===== config.mk =====
export PLATFORM = sky130hd
export DESIGN_NAME = qerr_unit
export DESIGN_NICKNAME = d
export VERILOG_FILES = /design/src/rtl/qerr_pkg.sv /design/src/rtl/qerr_cond.sv /design/src/rtl/qerr_arb.sv /design/src/rtl/qerr_unit.sv
export SDC_FILE = /design/constraint.sdc
export NUM_CORES = 1
export LEC_CHECK = 0
export BUFFER_PORTS_ARGS = -buffer_cell sky130_fd_sc_hd__buf_2
export CAP_MARGIN = 20
export CORE_AREA = 2 2 39 41
export DETAILED_ROUTE_END_ITERATION = 16
export DIE_AREA = 0 0 41 43
export SLEW_MARGIN = 0
export SYNTH_ARGS = -nofsm -noshare
export SYNTH_HDL_FRONTEND = slang
export SYNTH_SLANG_ARGS = --single-unit

===== constraint.sdc =====
create_clock -name clk_i -period 0.99 [get_ports clk_i]
set_input_delay 0.2475 -clock clk_i [delete_from_list [all_inputs] [get_ports clk_i]]
set_output_delay 0.2475 -clock clk_i [all_outputs]
set_load 0.02 [all_outputs]

===== src/rtl/qerr_pkg.sv =====
package qerr_pkg;
  typedef enum logic [1:0] {
    QE_NONE   = 2'd0,
    QE_INTR   = 2'd1,
    QE_DLOCK  = 2'd2,
    QE_UNTERM = 2'd3
  } qerr_code_e;

  typedef struct packed {
    logic dlock;
    logic intr;
    logic unterm;
  } qerr_hits_t;
endpackage


===== src/rtl/qerr_cond.sv =====
module qerr_cond
  import qerr_pkg::*;
#(
  parameter int unsigned CNT_W = 4
) (
  input  logic             clk_i,
  input  logic             rst_ni,
  input  logic             talk_addr_i,
  input  logic             fmt_active_i,
  input  logic             fmt_wait_i,
  input  logic             inq_empty_i,
  input  logic             inq_full_i,
  input  logic [CNT_W-1:0] end_cnt_i,
  input  logic             term_seen_i,
  output qerr_hits_t       hits_o,
  output logic             full_rise_o
);
  localparam logic [CNT_W-1:0] END_LIM = CNT_W'(1);

  logic full_q;

  always_ff @(posedge clk_i or negedge rst_ni) begin
    if (!rst_ni) full_q <= 1'b0;
    else         full_q <= inq_full_i;
  end

  assign full_rise_o = inq_full_i & ~full_q;

  always_comb begin
    hits_o.dlock  = fmt_wait_i & full_rise_o;
    hits_o.intr   = fmt_wait_i & (term_seen_i | (end_cnt_i > END_LIM));
    hits_o.unterm = talk_addr_i & ~fmt_active_i & inq_empty_i;
  end
endmodule


===== src/rtl/qerr_arb.sv =====
module qerr_arb
  import qerr_pkg::*;
(
  input  qerr_hits_t hits_i,
  output logic       hit_o,
  output qerr_code_e code_o,
  output logic       prst_o,
  output logic       frst_o
);
  always_comb begin
    code_o = QE_NONE;
    prst_o = 1'b0;
    frst_o = 1'b0;
    // fixed priority: deadlock > interrupted > unterminated
    if (hits_i.dlock) begin
      code_o = QE_DLOCK;
      frst_o = 1'b1;
    end else if (hits_i.intr) begin
      code_o = QE_INTR;
      frst_o = 1'b1;
    end else if (hits_i.unterm) begin
      code_o = QE_UNTERM;
      prst_o = 1'b1;
    end
    hit_o = prst_o | frst_o;
  end
endmodule


===== src/rtl/qerr_unit.sv =====
module qerr_unit
  import qerr_pkg::*;
#(
  parameter int unsigned CNT_W = 4
) (
  input  logic             clk_i,
  input  logic             rst_ni,
  input  logic             talk_addr_i,
  input  logic             fmt_active_i,
  input  logic             fmt_wait_i,
  input  logic             inq_empty_i,
  input  logic             inq_full_i,
  input  logic [CNT_W-1:0] end_cnt_i,
  input  logic             term_seen_i,
  input  logic             clr_i,
  output logic             qerr_evt_o,
  output logic [1:0]       qerr_code_o,
  output logic             parser_rst_o,
  output logic             fmt_rst_o
);
  qerr_hits_t hits;
  logic       full_rise;
  logic       hit, prst, frst;
  qerr_code_e code_d;
  qerr_code_e code_q;

  qerr_cond #(.CNT_W(CNT_W)) u_cond (
    .clk_i       (clk_i),
    .rst_ni      (rst_ni),
    .talk_addr_i (talk_addr_i),
    .fmt_active_i(fmt_active_i),
    .fmt_wait_i  (fmt_wait_i),
    .inq_empty_i (inq_empty_i),
    .inq_full_i  (inq_full_i),
    .end_cnt_i   (end_cnt_i),
    .term_seen_i (term_seen_i),
    .hits_o      (hits),
    .full_rise_o (full_rise)
  );

  qerr_arb u_arb (
    .hits_i(hits),
    .hit_o (hit),
    .code_o(code_d),
    .prst_o(prst),
    .frst_o(frst)
  );

  always_ff @(posedge clk_i or negedge rst_ni) begin
    if (!rst_ni) begin
      code_q       <= QE_NONE;
      qerr_evt_o   <= 1'b0;
      parser_rst_o <= 1'b0;
      fmt_rst_o    <= 1'b0;
    end else begin
      qerr_evt_o   <= hit;
      parser_rst_o <= prst;
      fmt_rst_o    <= frst;
      // a new error outranks a clear in the same cycle
      if (hit)        code_q <= code_d;
      else if (clr_i) code_q <= QE_NONE;
    end
  end

  assign qerr_code_o = code_q;


  unterm_chk: assert property (@(posedge clk_i) disable iff (!rst_ni)
    talk_addr_i && !fmt_active_i && inq_empty_i && !fmt_wait_i
    |=> parser_rst_o && !fmt_rst_o && qerr_code_o == 2'd3);


  intr_chk: assert property (@(posedge clk_i) disable iff (!rst_ni)
    fmt_wait_i && term_seen_i && !full_rise
    |=> fmt_rst_o && qerr_code_o == 2'd1);


  dlock_chk: assert property (@(posedge clk_i) disable iff (!rst_ni)
    fmt_wait_i && full_rise |=> fmt_rst_o && qerr_code_o == 2'd2);


  full_hold_chk: assert property (@(posedge clk_i) disable iff (!rst_ni)
    inq_full_i && !full_rise && !term_seen_i && end_cnt_i <= CNT_W'(1)
    && !(talk_addr_i && !fmt_active_i && inq_empty_i)
    |=> !qerr_evt_o);


  code_hold_chk: assert property (@(posedge clk_i) disable iff (!rst_ni)
    !hit && !clr_i |=> $stable(qerr_code_o));


  rst_excl_chk: assert property (@(posedge clk_i) disable iff (!rst_ni)
    !(parser_rst_o && fmt_rst_o));


  evt_code_chk: assert property (@(posedge clk_i) disable iff (!rst_ni)
    qerr_evt_o |-> qerr_code_o != 2'd0);
endmodule


==> results of run 1 <==
[how the worst min path moves through the flow]
stage | slack (ns) | endpoint
6_report | 0.13 | u_cond.full_q
5_1_grt | 0.12 | u_cond.full_q
4_1_cts | 0.12 | u_cond.full_q
3_5_place_dp | 0.08 | fmt_rst_o
3_3_place_gp | 0.07 | qerr_evt_o
2_1_floorplan | -0.05 | fmt_rst_o
[final cells by class]
cell class / count / area (µm²)
fill: 140 / 953.4
sequential: 6 / 150.1
timing repair buffer: 20 / 143.9
multi-input combinational: 10 / 86.33
clock buffer: 3 / 22.52
tap: 16 / 20.02
inverter: 2 / 7.507
[stage by stage]
| step | area [µm²] | setup TNS [ns] | hold WS, ns | util (%) |
|---|---|---|---|---|
| global route | 430.4 | -0.1634 | 0.1160 | 31.10 |
| global placement | 351.6 | -0.3498 | 0.07486 | 25.41 |
| CTS | 430.4 | -0.06146 | 0.1221 | 31.10 |
| floorplan | 244.0 | 0 | -0.04809 | - |
| finish | 430.4 | -0.03655 | 0.1255 | 31.10 |
| detailed placement | 351.6 | -0.4118 | 0.07632 | 25.41 |
[power breakdown]
part	internal [µW]	leakage [µW]	switching [µW]
Clock	137	0.0000138	87.3
Combinational	72.9	0.000137	59.1
Sequential	263	0.0000722	8.99
Total	473	0.000223	155
[cells by family after synthesis]
family | Yosys count | synth area share (%)
AO/OA/AOI/OAI | 4 | 19.49
flip-flops | 6 | 61.54
AND/OR/NAND/NOR | 6 | 15.90
buffers and inverters | 2 | 3.078
[registers in the layout (all words and copies together) (netlist names)]
| name | cells |
|---|---|
| u_cond.full_q | 1 |
| qerr_code_o | 2 |
| qerr_evt_o | 1 |
| fmt_rst_o | 1 |
| parser_rst_o | 1 |
[synth_stat cells]
library cell / instances / area share, %
a21o_2: 1 / 3.6
a31oi_1: 1 / 2.6
dfrtp_1: 6 / 62
inv_1: 2 / 3.1
nand2_2: 1 / 2.6
nand2b_1: 1 / 2.6
nand3_1: 1 / 2.0
nand3b_1: 2 / 6.2
nor2_2: 1 / 2.6
o21ai_0: 1 / 2.0
o41ai_4: 1 / 11
[what timing repair did]
item	in CTS	in global routing
pin swaps	0	1
endpoints found under the setup margin	5	6
hold endpoints to repair	6	0
hold buffers	1	0
setup buffers	2	0
gates resized for setup	10	0
[routing by layer]
metal | up-vias | global-route usage (%) | part of all wire, %
li1 | 108 | - | -
met1 | 99 | 8.525 | 38
met2 | 17 | 8.438 | 42
met3 | 2 | 4.712 | 18
met4 | 0 | 10.00 | 1.4
met5 | - | 0 | 0
==> results.ini, run 1 <==
[floorplanning]
die_w_um=41
io_pins=18
rows=14
die_h_um=43
dieArea_um2=1763
core_area_um2=1384
initial_core_util_pct=17.63

[timing]
worst_slack_ns=-0.02078
maxSlewHeadroom_pct=75.17
slew_violations=0
max_freq_mhz=989.3
skew_ns=0.005634
fin_crit_sh_pct=102.1
rsz0062_at_grt=true
period_minus_slack_ns=1.011
setup_viol=3
finalHoldViolations=0
worst_pin_slew_ns=0.3712

[detailed_routing]
wl_um=557
ant_nets=0
detail_route.wl_per_cell_um=9.772
vias=226
drt-initial-drc-count=1
viasPerCell=3.965
drc=0
drt-pass1-iter-count=2

[critical_path]
crit_slowest_cell=dfrtp_1
cp_data_arrival_time_ns=0.76
crit-reg2reg-capture=qerr_code_o[1]
setup.worst_path.end=qerr_code_o[1]
max_stage_delay_ns=0.39
critical_path.max_fanout=2
required_ns=0.74
path_buf_inv=1
worst_r2r_path_depth=4
worstSetupPathType=reg2out
worst-path-stages=1
path_cells=buf_6
cp_top_family=flip-flops
worstSetupStartpointType=register
rr_startpoint=qerr_code_o[1]
endpoint_kind=primary output
r2r_setup_slack_ns=0.06
timing.critical_path.from=qerr_code_o[1]

[worst_hold_path]
min_path_cells=1
min_path_type=in2reg
min_from=inq_full_i

[layout]
layout-drive-gt1-share_pct=63.41
layout_common_cells=buf_2, dfrtp_1, buf_6
final_common_cell=buf_2
area_growth_pct=76.41
nets=56
final_cells=57
antenna_cells=0

[cts]
htreeDepth=1
cts_buffer_depth=2
clk_latency_ns=0.24
clock-root-buffer=clkbuf_4
path_clk_slew_ns=0.05
cts_made_buffers=3
clock_sinks=6
cts_tree=yes

[yosys]
syn_area_um2=244.0
syn_nets=31
syn_inst=18
yosys_register_bits=6
syn_area_per_cell_um2=13.55
yosys.cell_types.count=11
synth_seq_area_share_pct=61.54
yosys_warnings=0

[status]
outcome=finished with violations
violations=negative setup slack

[grt]
gr-total-overflow=0
grt_max_degree=7
grt_pass1_wl_um=772
grt_pass1_vias=204
grt_usage_pct=7.778
antenna_found_initial=0

[place]
gp_congestion=0.6853
post-place-ws_ns=-0.1027
placed_cells=51
dp_hpwl_um=427.7
port_buffers=16

[pwr]
power_leakage_uw=0.0002233
power_density_nw_per_um2=1460
finalPower_uw=628.5
vdd_drop_max_uv=355.5

[flow_run]
maxCapViolCount=0

(Power assumes the default switching activity.)
==> run 2: changes to the inputs <==
--- a/config.mk
+++ b/config.mk
@@ -10,6 +10,7 @@
 export CORE_AREA = 2 2 39 41
 export DETAILED_ROUTE_END_ITERATION = 16
 export DIE_AREA = 0 0 41 43
+export PLACE_DENSITY = 0.43
 export SLEW_MARGIN = 0
 export SYNTH_ARGS = -nofsm -noshare
 export SYNTH_HDL_FRONTEND = slang
==> results.ini, run 2 (synthesized netlist as in run 1, its figures left out) <==
[place]
port_buffers=16  ; unchanged
dp_hpwl_um=395.6  ; -7.5%
post-place-ws_ns=-0.1065  ; -0.003775 ns
gp_congestion=0.6350  ; -7.3%

[grt]
gr-total-overflow=0  ; unchanged
grt_usage_pct=6.768  ; -1.0 points
grt_pass1_vias=204  ; unchanged
grt_max_degree=7  ; unchanged
grt_pass1_wl_um=717  ; -7.1%
antenna_found_initial=0  ; unchanged

[detailed_routing]
drt-initial-drc-count=1  ; unchanged
drt-pass1-iter-count=3  ; +1
detail_route.wl_per_cell_um=8.855  ; -9.4%
viasPerCell=3.909  ; -1.4%
vias=215  ; -4.9%
drc=0  ; unchanged
ant_nets=0  ; unchanged
wl_um=487  ; -13%

[critical_path]
crit_slowest_cell=dfrtp_1
r2r_setup_slack_ns=0.15  ; +0.09 ns
max_stage_delay_ns=0.39  ; about the same
worst_r2r_path_depth=3  ; -1
rr_startpoint=u_cond.full_q
critical_path.max_fanout=2  ; unchanged
required_ns=0.74  ; about the same
worstSetupStartpointType=register
cp_data_arrival_time_ns=0.77  ; about the same
crit-reg2reg-capture=qerr_code_o[0]
endpoint_kind=primary output
cp_top_family=flip-flops
path_cells=buf_6
path_buf_inv=1  ; unchanged
worstSetupPathType=reg2out

[worst_hold_path]
min_to=u_cond.full_q
min_path_type=in2reg
min_from=inq_full_i
min_path_cells=1  ; unchanged

[timing]
setup_tns_ns=-0.03940  ; -0.002848 ns
finalHoldViolations=0  ; unchanged
skew_ns=0.0002160  ; -0.005418 ns
rsz0062_at_grt=true
worst_pin_slew_ns=0.3647  ; -0.006582 ns
max_freq_mhz=986.5  ; -0.28%
worst_slack_ns=-0.02367  ; -0.002888 ns
maxSlewHeadroom_pct=75.61  ; +0.44 points
setup_viol=2  ; -1
slew_violations=0  ; unchanged
period_minus_slack_ns=1.014  ; +0.002888 ns
fin_crit_sh_pct=102.4  ; +0.29 points

[layout]
layout_common_cells=buf_2, dfrtp_1, buf_6
final_common_cell=buf_2
layout-drive-gt1-share_pct=61.54  ; -1.9 points
largest_reg_flops=2  ; unchanged
area_growth_pct=70.26
antenna_cells=0  ; unchanged
nets=54  ; -3.6%

[cts]
cts_made_buffers=3  ; unchanged
clk_latency_ns=0.24  ; about the same
cts_buffer_depth=2  ; unchanged
cts_tree=yes
htreeDepth=1  ; unchanged
clock_sinks=6  ; unchanged
clock-root-buffer=clkbuf_4
path_clk_slew_ns=0.04  ; about the same

[floorplanning]
rows=14  ; unchanged
dieArea_um2=1763  ; unchanged
die_w_um=41  ; unchanged
io_pins=18  ; unchanged
initial_core_util_pct=17.63  ; unchanged
core_area_um2=1384  ; unchanged
die_h_um=43  ; unchanged

[status]
violations=negative setup slack
outcome=finished with violations

[flow_run]
maxCapViolCount=0  ; unchanged

[pwr]
vdd_drop_max_uv=459.4  ; +29%
power_density_nw_per_um2=1458  ; -0.14%
power_leakage_uw=0.0002134  ; -4.4%

==> run 2: worst max-delay path by stage <==
stage / startpoint / cells after the start / slack (ns) / end
3_3_place_gp: end_cnt_i[1] / 3 / -0.09 / qerr_code_o[0]
2_1_floorplan: end_cnt_i[1] / 2 / 0.09 / qerr_code_o[0]
6_report: qerr_code_o[0] / 1 / -0.02 / qerr_code_o[0]
3_5_place_dp: end_cnt_i[1] / 3 / -0.11 / qerr_code_o[0]
5_1_grt: qerr_code_o[0] / 1 / -0.06 / qerr_code_o[0]
4_1_cts: qerr_code_o[0] / 1 / -0.04 / qerr_code_o[0]
==> run 2: area by class of cell <==
cell class | instances | area (µm²)
Inverter | 2 | 7.507
Sequential cell | 6 | 150.1
Timing Repair Buffer | 18 | 128.9
Clock buffer | 3 | 22.52
Tap cell | 16 | 20.02
Fill cell | 153 | 968.4
Multi-Input combinational cell | 10 | 86.33
==> run 2: power by group <==
group / switching [µW] / internal, µW
combinational: 55.3 / 64.0
clock: 76.6 / 136
sequential: 9.97 / 264
total: 142 / 464
==> run 2: per-stage QoR <==
step	hold slack, ns	utilization, %	total power (µW)	instance area [µm²]	cells
finish	0.1313	30.02	605.7	415.4	55
floorplan	-0.04809	-	319.7	244.0	18
CTS	0.1193	30.02	623.8	415.4	55
detailed placement	0.07662	25.41	373.0	351.6	51
global route	0.1190	30.02	648.8	415.4	55
global placement	0.07194	25.41	370.4	351.6	51
==> run 2: worst reg2reg max path, delay by kind of cell (launching register included) <==
kind	cells	cell delay (ns)
compound gates	1	0.05
simple gates	1	0.21
buf+inv	1	0.10
flops	1	0.35
==> run 2: repair_timing <==
item	4_1_cts	5_1_grt
cloned	0	0
endpoints found under the setup margin	5	5
buffers inserted	0	0
hold endpoints to repair	6	0
resized for setup	10	0
hold buffers	1	0
==> run 2: routing by layer <==
layer,vias up,share of wire (%),global-route usage [%]
met4,0,0,6.000
met5,-,0,0
met1,97,39,6.557
li1,104,-,-
met2,14,45,9.063
met3,0,15,4.712
